**config.mk**
```make
export PLATFORM = sky130hd
export DESIGN_NAME = xt_pkt_txn
export DESIGN_NICKNAME = d
export VERILOG_FILES = /design/src/rtl/xt_pkg.sv /design/src/rtl/xt_op_decode.sv /design/src/rtl/xt_word_pack.sv /design/src/rtl/xt_resp_mux.sv /design/src/rtl/xt_pkt_txn.sv
export SDC_FILE = /design/constraint.sdc
export NUM_CORES = 1
export LEC_CHECK = 0
export BUFFER_PORTS_ARGS = -buffer_cell sky130_fd_sc_hd__buf_2
export CAP_MARGIN = 30
export CORE_MARGIN = 1.5
export CORE_UTILIZATION = 55
export DETAILED_ROUTE_END_ITERATION = 7
export HOLD_SLACK_MARGIN = 0.06
export PLACE_DENSITY = 0.84
export REMOVE_ABC_BUFFERS = 1
export SLEW_MARGIN = 20
export SYNTH_ARGS = -nofsm -noshare
export SYNTH_HDL_FRONTEND = slang
export SYNTH_SLANG_ARGS = --single-unit
```
**constraint.sdc**
```tcl
create_clock -name clk -period 2.7 [get_ports clk]
set_clock_uncertainty 0.2 [all_clocks]
set_input_delay 0.54 -clock clk [delete_from_list [all_inputs] [get_ports clk]]
set_output_delay 0.54 -clock clk [all_outputs]
set_load 0.05 [all_outputs]
```
**src/rtl/xt_pkg.sv**
```systemverilog
package xt_pkg;
  localparam logic [7:0] OP_WR     = 8'h00;
  localparam logic [7:0] OP_WR_SEQ = 8'h04;
  localparam logic [7:0] OP_RD     = 8'h10;
  localparam logic [7:0] OP_RD_SEQ = 8'h14;
  localparam logic [7:0] OP_NOP    = 8'h7F;
  localparam logic [7:0] RESP_FLAG = 8'h80;

  typedef enum logic [1:0] {K_DROP, K_WRITE, K_READ, K_NOP} op_kind_t;

  typedef enum logic [2:0] {
    ST_HDR, ST_SKIP, ST_WDAT, ST_WR, ST_RD, ST_RWAIT, ST_RDAT, ST_RESP
  } xt_state_t;
endpackage

```
**src/rtl/xt_op_decode.sv**
```systemverilog
module xt_op_decode
  import xt_pkg::*;
#(
  parameter int CNT_W = 16,
  parameter int BYTES = 4
) (
  input  logic [7:0]       code,
  input  logic [CNT_W-1:0] nbytes,
  output op_kind_t         kind,
  output logic             seq,
  output logic [CNT_W-1:0] nwords
);
  localparam int SH = $clog2(BYTES);

  always_comb begin
    kind = K_DROP;
    seq  = 1'b0;
    unique case (code)
      OP_WR:     kind = K_WRITE;
      OP_WR_SEQ: begin kind = K_WRITE; seq = 1'b1; end
      OP_RD:     kind = K_READ;
      OP_RD_SEQ: begin kind = K_READ; seq = 1'b1; end
      OP_NOP:    kind = K_NOP;
      default:   kind = K_DROP;
    endcase
    nwords = seq ? (nbytes >> SH) : CNT_W'(1);
  end
endmodule

```
**src/rtl/xt_word_pack.sv**
```systemverilog
module xt_word_pack #(
  parameter int BYTES = 4
) (
  input  logic               clk,
  input  logic               rst_n,
  input  logic               clr,
  input  logic               push,
  input  logic [7:0]         din,
  output logic [8*BYTES-1:0] word,
  output logic               last
);
  localparam int IW = (BYTES > 1) ? $clog2(BYTES) : 1;

  logic [IW-1:0] idx;

  assign last = (idx == IW'(BYTES-1));

  always_ff @(posedge clk or negedge rst_n) begin
    if (!rst_n)      idx <= '0;
    else if (clr)    idx <= '0;
    else if (push)   idx <= last ? '0 : idx + 1'b1;
  end

  for (genvar g = 0; g < BYTES; g++) begin : g_lane
    always_ff @(posedge clk or negedge rst_n) begin
      if (!rst_n)                          word[8*g +: 8] <= '0;
      else if (push && idx == IW'(g))      word[8*g +: 8] <= din;
    end
  end
endmodule

```
**src/rtl/xt_resp_mux.sv**
```systemverilog
module xt_resp_mux
  import xt_pkg::*;
#(
  parameter int BYTES  = 4,
  parameter int CNT_W  = 16,
  parameter int OIDX_W = 2
) (
  input  logic               is_hdr,
  input  logic [OIDX_W-1:0]  idx,
  input  logic [7:0]         code,
  input  logic [CNT_W-1:0]   nbytes,
  input  logic [8*BYTES-1:0] rword,
  output logic [7:0]         dout
);
  localparam int RESP_BYTES = 2 + CNT_W/8;

  logic [8*RESP_BYTES-1:0] hvec;
  logic [7:0] hb, db;

  assign hvec = {code | RESP_FLAG, 8'h00, nbytes};

  always_comb begin
    hb = '0;
    db = '0;
    for (int k = 0; k < RESP_BYTES; k++)
      if (idx == OIDX_W'(k)) hb = hvec[8*(RESP_BYTES-1-k) +: 8];
    for (int k = 0; k < BYTES; k++)
      if (idx == OIDX_W'(k)) db = rword[8*k +: 8];
    dout = is_hdr ? hb : db;
  end
endmodule

```
**src/rtl/xt_pkt_txn.sv**
```systemverilog
module xt_pkt_txn
  import xt_pkg::*;
#(
  parameter int ADDR_W = 32,
  parameter int DATA_W = 32,
  parameter int CNT_W  = 16
) (
  input  logic              clk,
  input  logic              rst_n,
  input  logic              in_valid,
  output logic              in_ready,
  input  logic [7:0]        in_data,
  input  logic              in_sop,
  input  logic              in_eop,
  output logic              out_valid,
  input  logic              out_ready,
  output logic [7:0]        out_data,
  output logic              out_sop,
  output logic              out_eop,
  output logic [ADDR_W-1:0] mm_addr,
  output logic              mm_rd,
  output logic              mm_wr,
  output logic [DATA_W-1:0] mm_wdata,
  input  logic              mm_wait,
  input  logic [DATA_W-1:0] mm_rdata,
  input  logic              mm_rvalid
);
  localparam int BYTES      = DATA_W / 8;
  localparam int HDR_BYTES  = 2 + CNT_W/8 + ADDR_W/8;
  localparam int HDR_W      = 8 * HDR_BYTES;
  localparam int HC_W       = $clog2(HDR_BYTES + 1);
  localparam int RESP_BYTES = 2 + CNT_W/8;
  localparam int OMAX       = (BYTES > RESP_BYTES) ? BYTES : RESP_BYTES;
  localparam int OIDX_W     = $clog2(OMAX);
  localparam int SH         = $clog2(BYTES);
  localparam logic [ADDR_W-1:0] STEP = ADDR_W'(BYTES);

  xt_state_t st, skip_to;
  logic              in_pkt;
  logic [HC_W-1:0]   hdr_cnt;
  logic [HDR_W-17:0] hdr_sr;     // code, count, address; reserved byte not kept
  logic [HDR_W-9:0]  full;
  logic [7:0]        code_q;
  logic [ADDR_W-1:0] addr_q;
  logic              seq_q, wr_end, first_q;
  logic [CNT_W-1:0]  words_left, done_cnt;
  logic [OIDX_W-1:0] oidx;
  logic [DATA_W-1:0] rd_word;

  logic              acc, hdr_done, pk_push, pk_last;
  logic [DATA_W-1:0] pk_word;
  op_kind_t          dec_kind;
  logic              dec_seq;
  logic [CNT_W-1:0]  dec_words;
  logic [HC_W-1:0]   byte_pos;

  assign in_ready = (st == ST_HDR) || (st == ST_SKIP) || (st == ST_WDAT);
  assign acc      = in_valid && in_ready;
  assign full     = {hdr_sr, in_data};
  assign byte_pos = in_sop ? '0 : hdr_cnt;
  assign hdr_done = acc && (st == ST_HDR) && !in_sop && in_pkt &&
                    (hdr_cnt == HC_W'(HDR_BYTES-1));
  assign pk_push  = acc && (st == ST_WDAT);

  xt_op_decode #(.CNT_W(CNT_W), .BYTES(BYTES)) u_dec (
    .code   (full[HDR_W-9 -: 8]),
    .nbytes (full[ADDR_W +: CNT_W]),
    .kind   (dec_kind),
    .seq    (dec_seq),
    .nwords (dec_words)
  );

  xt_word_pack #(.BYTES(BYTES)) u_pack (
    .clk   (clk),
    .rst_n (rst_n),
    .clr   (hdr_done),
    .push  (pk_push),
    .din   (in_data),
    .word  (pk_word),
    .last  (pk_last)
  );

  xt_resp_mux #(.BYTES(BYTES), .CNT_W(CNT_W), .OIDX_W(OIDX_W)) u_mux (
    .is_hdr (st == ST_RESP),
    .idx    (oidx),
    .code   (code_q),
    .nbytes (done_cnt << SH),
    .rword  (rd_word),
    .dout   (out_data)
  );

  assign mm_addr   = addr_q;
  assign mm_wdata  = pk_word;
  assign mm_wr     = (st == ST_WR);
  assign mm_rd     = (st == ST_RD);
  assign out_valid = (st == ST_RDAT) || (st == ST_RESP);
  assign out_sop   = out_valid && (oidx == '0) && ((st == ST_RESP) || first_q);
  assign out_eop   = (st == ST_RESP) ? (oidx == OIDX_W'(RESP_BYTES-1)) :
                     (st == ST_RDAT) && (oidx == OIDX_W'(BYTES-1)) &&
                     (words_left == CNT_W'(1));

  always_ff @(posedge clk or negedge rst_n) begin
    if (!rst_n) begin
      st         <= ST_HDR;
      skip_to    <= ST_HDR;
      in_pkt     <= 1'b0;
      hdr_cnt    <= '0;
      hdr_sr     <= '0;
      code_q     <= '0;
      addr_q     <= '0;
      seq_q      <= 1'b0;
      wr_end     <= 1'b0;
      first_q    <= 1'b0;
      words_left <= '0;
      done_cnt   <= '0;
      oidx       <= '0;
      rd_word    <= '0;
    end else begin
      unique case (st)
        ST_HDR: begin
          if (acc && (in_sop || in_pkt)) begin
            if (byte_pos != HC_W'(1)) hdr_sr <= {hdr_sr[HDR_W-25:0], in_data};
            if (hdr_done) begin
              in_pkt     <= 1'b0;
              code_q     <= full[HDR_W-9 -: 8];
              addr_q     <= full[ADDR_W-1:0];
              seq_q      <= dec_seq;
              words_left <= dec_words;
              done_cnt   <= '0;
              first_q    <= 1'b1;
              oidx       <= '0;
              unique case (dec_kind)
                K_WRITE: st <= in_eop ? ST_RESP : ST_WDAT;
                K_READ: begin
                  if (dec_words == '0) begin
                    skip_to <= ST_HDR;
                    st      <= in_eop ? ST_HDR : ST_SKIP;
                  end else begin
                    skip_to <= ST_RD;
                    st      <= in_eop ? ST_RD : ST_SKIP;
                  end
                end
                K_NOP: begin
                  skip_to <= ST_RESP;
                  st      <= in_eop ? ST_RESP : ST_SKIP;
                end
                default: begin
                  skip_to <= ST_HDR;
                  st      <= in_eop ? ST_HDR : ST_SKIP;
                end
              endcase
            end else begin
              hdr_cnt <= byte_pos + 1'b1;
              in_pkt  <= !in_eop;
            end
          end
        end
        ST_SKIP: begin
          if (acc && in_eop) st <= skip_to;
        end
        ST_WDAT: begin
          if (acc) begin
            if (pk_last && (words_left != '0)) begin
              wr_end <= in_eop;
              st     <= ST_WR;
            end else if (in_eop) begin
              st <= ST_RESP;
            end
          end
        end
        ST_WR: begin
          if (!mm_wait) begin
            done_cnt   <= done_cnt + 1'b1;
            words_left <= words_left - 1'b1;
            if (seq_q) addr_q <= addr_q + STEP;
            st <= wr_end ? ST_RESP : ST_WDAT;
          end
        end
        ST_RD: begin
          if (!mm_wait) st <= ST_RWAIT;
        end
        ST_RWAIT: begin
          if (mm_rvalid) begin
            rd_word <= mm_rdata;
            oidx    <= '0;
            st      <= ST_RDAT;
          end
        end
        ST_RDAT: begin
          if (out_ready) begin
            if (oidx == OIDX_W'(BYTES-1)) begin
              oidx       <= '0;
              first_q    <= 1'b0;
              words_left <= words_left - 1'b1;
              if (seq_q) addr_q <= addr_q + STEP;
              st <= (words_left == CNT_W'(1)) ? ST_HDR : ST_RD;
            end else begin
              oidx <= oidx + 1'b1;
            end
          end
        end
        ST_RESP: begin
          if (out_ready) begin
            if (oidx == OIDX_W'(RESP_BYTES-1)) begin
              oidx <= '0;
              st   <= ST_HDR;
            end else begin
              oidx <= oidx + 1'b1;
            end
          end
        end
        default: st <= ST_HDR;
      endcase
    end
  end
endmodule

```
==> results of run 1 <==
flip-flops by register name, summed over array words and instances, names as in the netlist, 3 cells and up:
signal       count
hdr_sr          48
done_cnt        14
words_left      16
hdr_cnt          4
code_q           7
rd_word         32
st               3
mm_addr         32
u_pack.word     32
final cells by class:
cell class	count	area share, %
flip-flops and latches	198	41.6
multi-input cells	648	40.0
repair buffers	176	10.0
clock buffers	17	3.57
well taps	225	2.36
clock inverters	15	1.79
inverters	23	0.724
where the power goes:
| part | total [uW] | leakage (uW) | switching, uW | internal, uW |
|---|---|---|---|---|
| sequential | 5300 | 0.00247 | 1150 | 4150 |
| combinational | 7910 | 0.00265 | 4810 | 3100 |
| clock | 2760 | 0.000308 | 1250 | 1510 |
| total | 16000 | 0.00542 | 7220 | 8760 |
worst max-delay path by stage:
stage | startpoint | to | slack, ns
detailed placement | oidx[1]$_DFFE_PN0P_ | out_data[6] | 0.06
global route | oidx[0]$_DFFE_PN0P_ | out_data[1] | -0.33
CTS | oidx[0]$_DFFE_PN0P_ | out_data[4] | -0.22
finish | oidx[1]$_DFFE_PN0P_ | out_data[6] | -0.25
floorplan | st[0]$_DFFE_PN0P_ | hdr_sr[0]$_DFFE_PN0P_ | -1.64
global placement | oidx[1]$_DFFE_PN0P_ | out_data[4] | 0.15
cell usage in the layout, fill, tap and decap left out, types with 12 or more instances in the layout:
master	synthesis	routed
o21ai_0	84	73
clkbuf_16	0	17
mux2_2	122	122
dfrtp_1	198	196
ha_1	15	12
a21oi_1	58	57
buf_2	15	115
nor2_1	52	51
o21ai_1	2	13
and3_1	12	12
buf_4	3	40
nor3_1	17	17
nand2_1	77	77
nand3_1	32	32
inv_1	23	21
metrics by stage:
| step | hold slack (ns) | total power, uW |
|---|---|---|
| 2_1_floorplan | 0.0444 | 10300 |
| 3_3_place_gp | 0.281 | 12100 |
| 3_5_place_dp | 0.287 | 12400 |
| 4_1_cts | 0.114 | 15900 |
| 5_1_grt | 0.101 | 16800 |
| 6_report | 0.126 | 16000 |
per-layer routing:
layer	track usage [%]	wire length [microns]	vias to the layer above
met5	0	0	-
li1	-	-	3657
met3	5.41	1280	44
met4	9.77	471	0
met1	36.3	10600	3996
met2	45.1	12400	312
what timing repair did:
item	in CTS	in global routing
gates resized for setup	61	4
cloned	1	0
setup endpoints to repair	9	18
setup buffers	4	1
hold endpoints to repair	66	0
pin swaps	7	9
hold buffers	1	0
cells by family after synthesis:
| kind of cell | share of synthesized area, % |
|---|---|
| AOI/OAI and AO/OA | 14.3 |
| muxes | 15.5 |
| xor gates and xnor gates | 1.23 |
| and+or+nand+nor | 13.9 |
| DFF | 49.9 |
| buffers and inverters | 3.33 |
| adders and majority gates | 1.89 |
==> metrics, run 1 <==
dpl cell area=11000 sq um; crit path launch type=flip-flop; GRT Total Usage=27.4%; FP Rows=48; sequential-to-total area share from yosys stat=49.9%; drc violations=0; max incr delay on CP=0.50 ns; worst r2r dst=st[0]$_DFFE_PN0P_; Layout area overhead=20.1%; Antenna diodes=0; Initial DRT Pass Iterations=5; Clock Latency Late Sink=0.45 ns; clock buffer depth=2; Max VDD drop=1050 uV; Initial Utilization=56.8%; drt initial violations=669; clock root buffer=clkbuf_16; vias in the first global route=7810; Synth Instances=920; worst r2r path cells=9; via density per instance=6.15; hold endpoint=rd_word[23]$_DFFE_PN0P_; Post-DP HPWL=16600 microns; Max-Slew Margin vs Limit=59.1%; Yosys top cell by area=dfrtp_1; Design Area, Final=11900 sq um; Final Hold Vio Count=0; IO buf count=125; post-route ant nets=0; Post-synth EDFFs=0; Final WS setup=-0.252 ns; synth top area cells=dfrtp_1, mux2_2, o21ai_0, a21oi_1, nand2_1; worst hold stages=2; WL/cell=19.0 microns; CP delay by family, top=multiplexers; Final #Nets=1127; I/O pins=126; FF/Latch Area=4960 sq um; Setup crit end kind=output pin; Final Critical Period=2.95 ns; worst r2r src=oidx[0]$_DFFE_PN0P_; initial antenna violation count=0; CTS Buf Count=17; failing checks=setup timing; synthesized cell area=9930 sq um; first-pass GRT wire length=39900 microns; HP Class=primary input to flip-flop; critical path class=flip-flop to output pin; Die X=137 microns; Routed WL=24700 microns; Hold Crit Start=mm_rdata[23]; P_leak=0.00542 uW; unrepaired setup endpoints after global routing=true; Final setup viols=9; worst-path fanout max=30; Fmax=339 MHz; slowest CP cell=mux4_2; Multi-input gate area=4770 sq um; largest net degree at the start of global routing=72; Post-synth ARST share=100%; R2R Setup Slk=0.15 ns; max-slew violations=0; dominant synthesized flop cell=dfrtp_1; Worst Path Arrival=2.21 ns; critical path, cell by cell=buf_4 > ha_2 > buf_12 > nand2_1 > o21ai_0 > mux4_2 > buf_8; FF+latch count, synth=198; PwrDens=1340 nW/um^2; Period Utilization, post-route=109%; Placed Cells=1263; post-synth top area share=49.9%; Post-Layout Cell Count=1302; Synth cell types=76; fillers=1186; Core Area=17500 sq um; Die Ht=137 microns; Total Die Area=18900 sq um; Syn Area/Cell=10.8 sq um; share of cells above drive strength 1=35.0%; worst-margin pin slew=0.608 ns; Post-synth top cells=dfrtp_1, mux2_2, o21ai_0; CTS tree=built; most frequent cell after synthesis=dfrtp_1; pre-CTS setup slack=0.0574 ns; setup_tns=-1.83 ns; status=finished with violations; CP bufs+invs=3; Synth Warn #=0; clk slew on worst S/H paths=0.07 ns; gpl congestion=0.898; Req. time, crit path=1.96 ns; total gr overflow=0; Vias=8009; Max-Cap Viols=0; H-tree depth=4; WP depth=7; final core area utilization=68.3%; clk sinks=198
Power figures use the tool's default switching activity.
==> run 2, diff against run 1 <==
SKIP_CTS_REPAIR_TIMING = 1   (was default)
==> metrics, run 2 (synthesized netlist as in run 1, its figures left out) <==
status=finished with violations; failing checks=setup timing; drc violations=0 (unchanged); worst r2r src=st[2]$_DFFE_PN0P_; IO buf count=125 (unchanged); Max-Slew Margin vs Limit=59.3% (+0.16 points); Layout area overhead=19.7%; max-slew violations=0 (unchanged); HP Class=primary input to flip-flop; most frequent cells in the layout=dfrtp_1, mux2_2, buf_2; Biggest register=hdr_sr; Core Area=17500 sq um (unchanged); worst r2r path cells=7 (-2); minimum hold slack=0.124 ns (-0.00212 ns); PwrDens=1340 nW/um^2 (-0.31%); Fmax=336 MHz (-0.80%); I/O pins=126 (unchanged); Final Critical Period=2.98 ns (+0.0239 ns); Final Hold Vio Count=0 (unchanged); Period Utilization, post-route=110% (+0.89 points); CTS Buf Count=17 (unchanged); Setup crit end kind=output pin; Antenna diodes=0 (unchanged); Clock Latency Late Sink=0.45 ns (about the same); Top Layer Used=met4; drt initial violations=685 (+2.4%); Max VDD drop=1150 uV (+9.1%); pre-CTS setup slack=0.0574 ns (unchanged); clk slew on worst S/H paths=0.07 ns (about the same); commonest non-fill, non-tap cell in the layout=dfrtp_1; P_leak=0.00541 uW (-0.29%); Hold Crit Start=mm_rdata[23]; setup_tns=-2.03 ns (-0.207 ns); Placed Cells=1263 (unchanged); worst-margin pin slew=0.611 ns (+0.00314 ns); gpl congestion=0.898 (unchanged); largest net degree at the start of global routing=72 (unchanged); Req. time, crit path=1.96 ns (about the same); Post-Layout Cell Count=1299 (-0.23%); Total Die Area=18900 sq um (unchanged); unrepaired setup endpoints after global routing=true; Final setup viols=9 (unchanged); total gr overflow=0 (unchanged); vias in the first global route=7684 (-1.6%); Die X=137 microns (unchanged); Final WS setup=-0.276 ns (-0.0239 ns); first-pass GRT wire length=38900 microns (-2.6%); CTS tree=built; H-tree depth=4 (unchanged); Final #Nets=1124 (-0.27%); hold endpoint=rd_word[23]$_DFFE_PN0P_; Max-Cap Viols=0 (unchanged); power after layout=15900 uW (-0.63%); Initial DRT Pass Iterations=6 (+1); worst r2r dst=words_left[10]$_DFFE_PN0P_; via density per instance=6.13 (-0.33%); Post-DP HPWL=16600 microns (unchanged); WL met2=12100 microns (-2.1%); worst hold stages=2 (unchanged); Routed WL=24400 microns (-0.97%); share of cells above drive strength 1=34.5% (-0.46 points); FP Rows=48 (unchanged); Initial Utilization=56.8% (unchanged); clock root buffer=clkbuf_16; Vias=7964 (-0.56%); met3 WL=1270 microns (-0.86%); WL/cell=18.8 microns (-0.74%); fillers=1196 (+0.84%); clk sinks=198 (unchanged); Die Ht=137 microns (unchanged); worst-path fanout max=7 (-77%); initial antenna violation count=0 (unchanged); post-route ant nets=0 (unchanged); critical path class=flip-flop to output pin; GRT Total Usage=26.6% (-0.79 points); R2R Setup Slk=0.21 ns (+0.06 ns); Largest register FFs=48 (unchanged); Worst Path Arrival=2.24 ns (+0.03 ns); crit path launch type=flip-flop; clock buffer depth=2 (unchanged); Metal-1 WL=10600 microns (+0.10%)
==> run 2: power by group <==
part           switching [uW]  internal [uW]  total [uW]
Sequential               1150           4150        5300
Clock                    1250           1510        2760
Combinational            4780           3040        7820
==> run 2: metal layers <==
| layer | track usage [%] | vias to the layer above |
|---|---|---|
| met4 | 9.47 | 0 |
| li1 | - | 3663 |
| met2 | 43.7 | 285 |
| met3 | 5.30 | 45 |
| met1 | 35.3 | 3971 |
| met5 | 0 | - |
==> run 2: critical path, stage by stage (launching register included) <==
cell and delay (ns):
dfrtp_1 0.41, inv_2 0.09, ha_4 0.17, nor2b_4 0.13, buf_6 0.14, a22oi_2 0.12
o21ai_1 0.08, mux4_2 0.48, buf_8 0.17
==> run 2: through the flow <==
step | utilization [%] | cell area (sq um)
4_1_cts | 66.8 | 11700
6_report | 68.0 | 11900
2_1_floorplan | - | 9690
5_1_grt | 68.0 | 11900
3_5_place_dp | 63.1 | 11000
3_3_place_gp | 63.1 | 11000
==> run 2: worst max path at each step <==
| stage | slack (ns) | start | endpoint |
|---|---|---|---|
| 2_1_floorplan | -1.64 | st[0]$_DFFE_PN0P_ | hdr_sr[0]$_DFFE_PN0P_ |
| 3_3_place_gp | 0.15 | oidx[1]$_DFFE_PN0P_ | out_data[4] |
| 3_5_place_dp | 0.06 | oidx[1]$_DFFE_PN0P_ | out_data[6] |
| 4_1_cts | -0.41 | oidx[1]$_DFFE_PN0P_ | out_data[4] |
| 5_1_grt | -0.39 | oidx[1]$_DFFE_PN0P_ | out_data[1] |
| 6_report | -0.28 | oidx[1]$_DFFE_PN0P_ | out_data[6] |
==> run 2: cell type report <==
class / instances / area, sq um / area share, %
Sequential cell: 198 / 4960 / 41.7
Multi-Input combinational cell: 648 / 4770 / 40.1
Timing Repair Buffer: 173 / 1160 / 9.74
Clock buffer: 17 / 425 / 3.58
Tap cell: 225 / 282 / 2.37
Clock inverter: 15 / 214 / 1.80
Inverter: 23 / 86.3 / 0.726
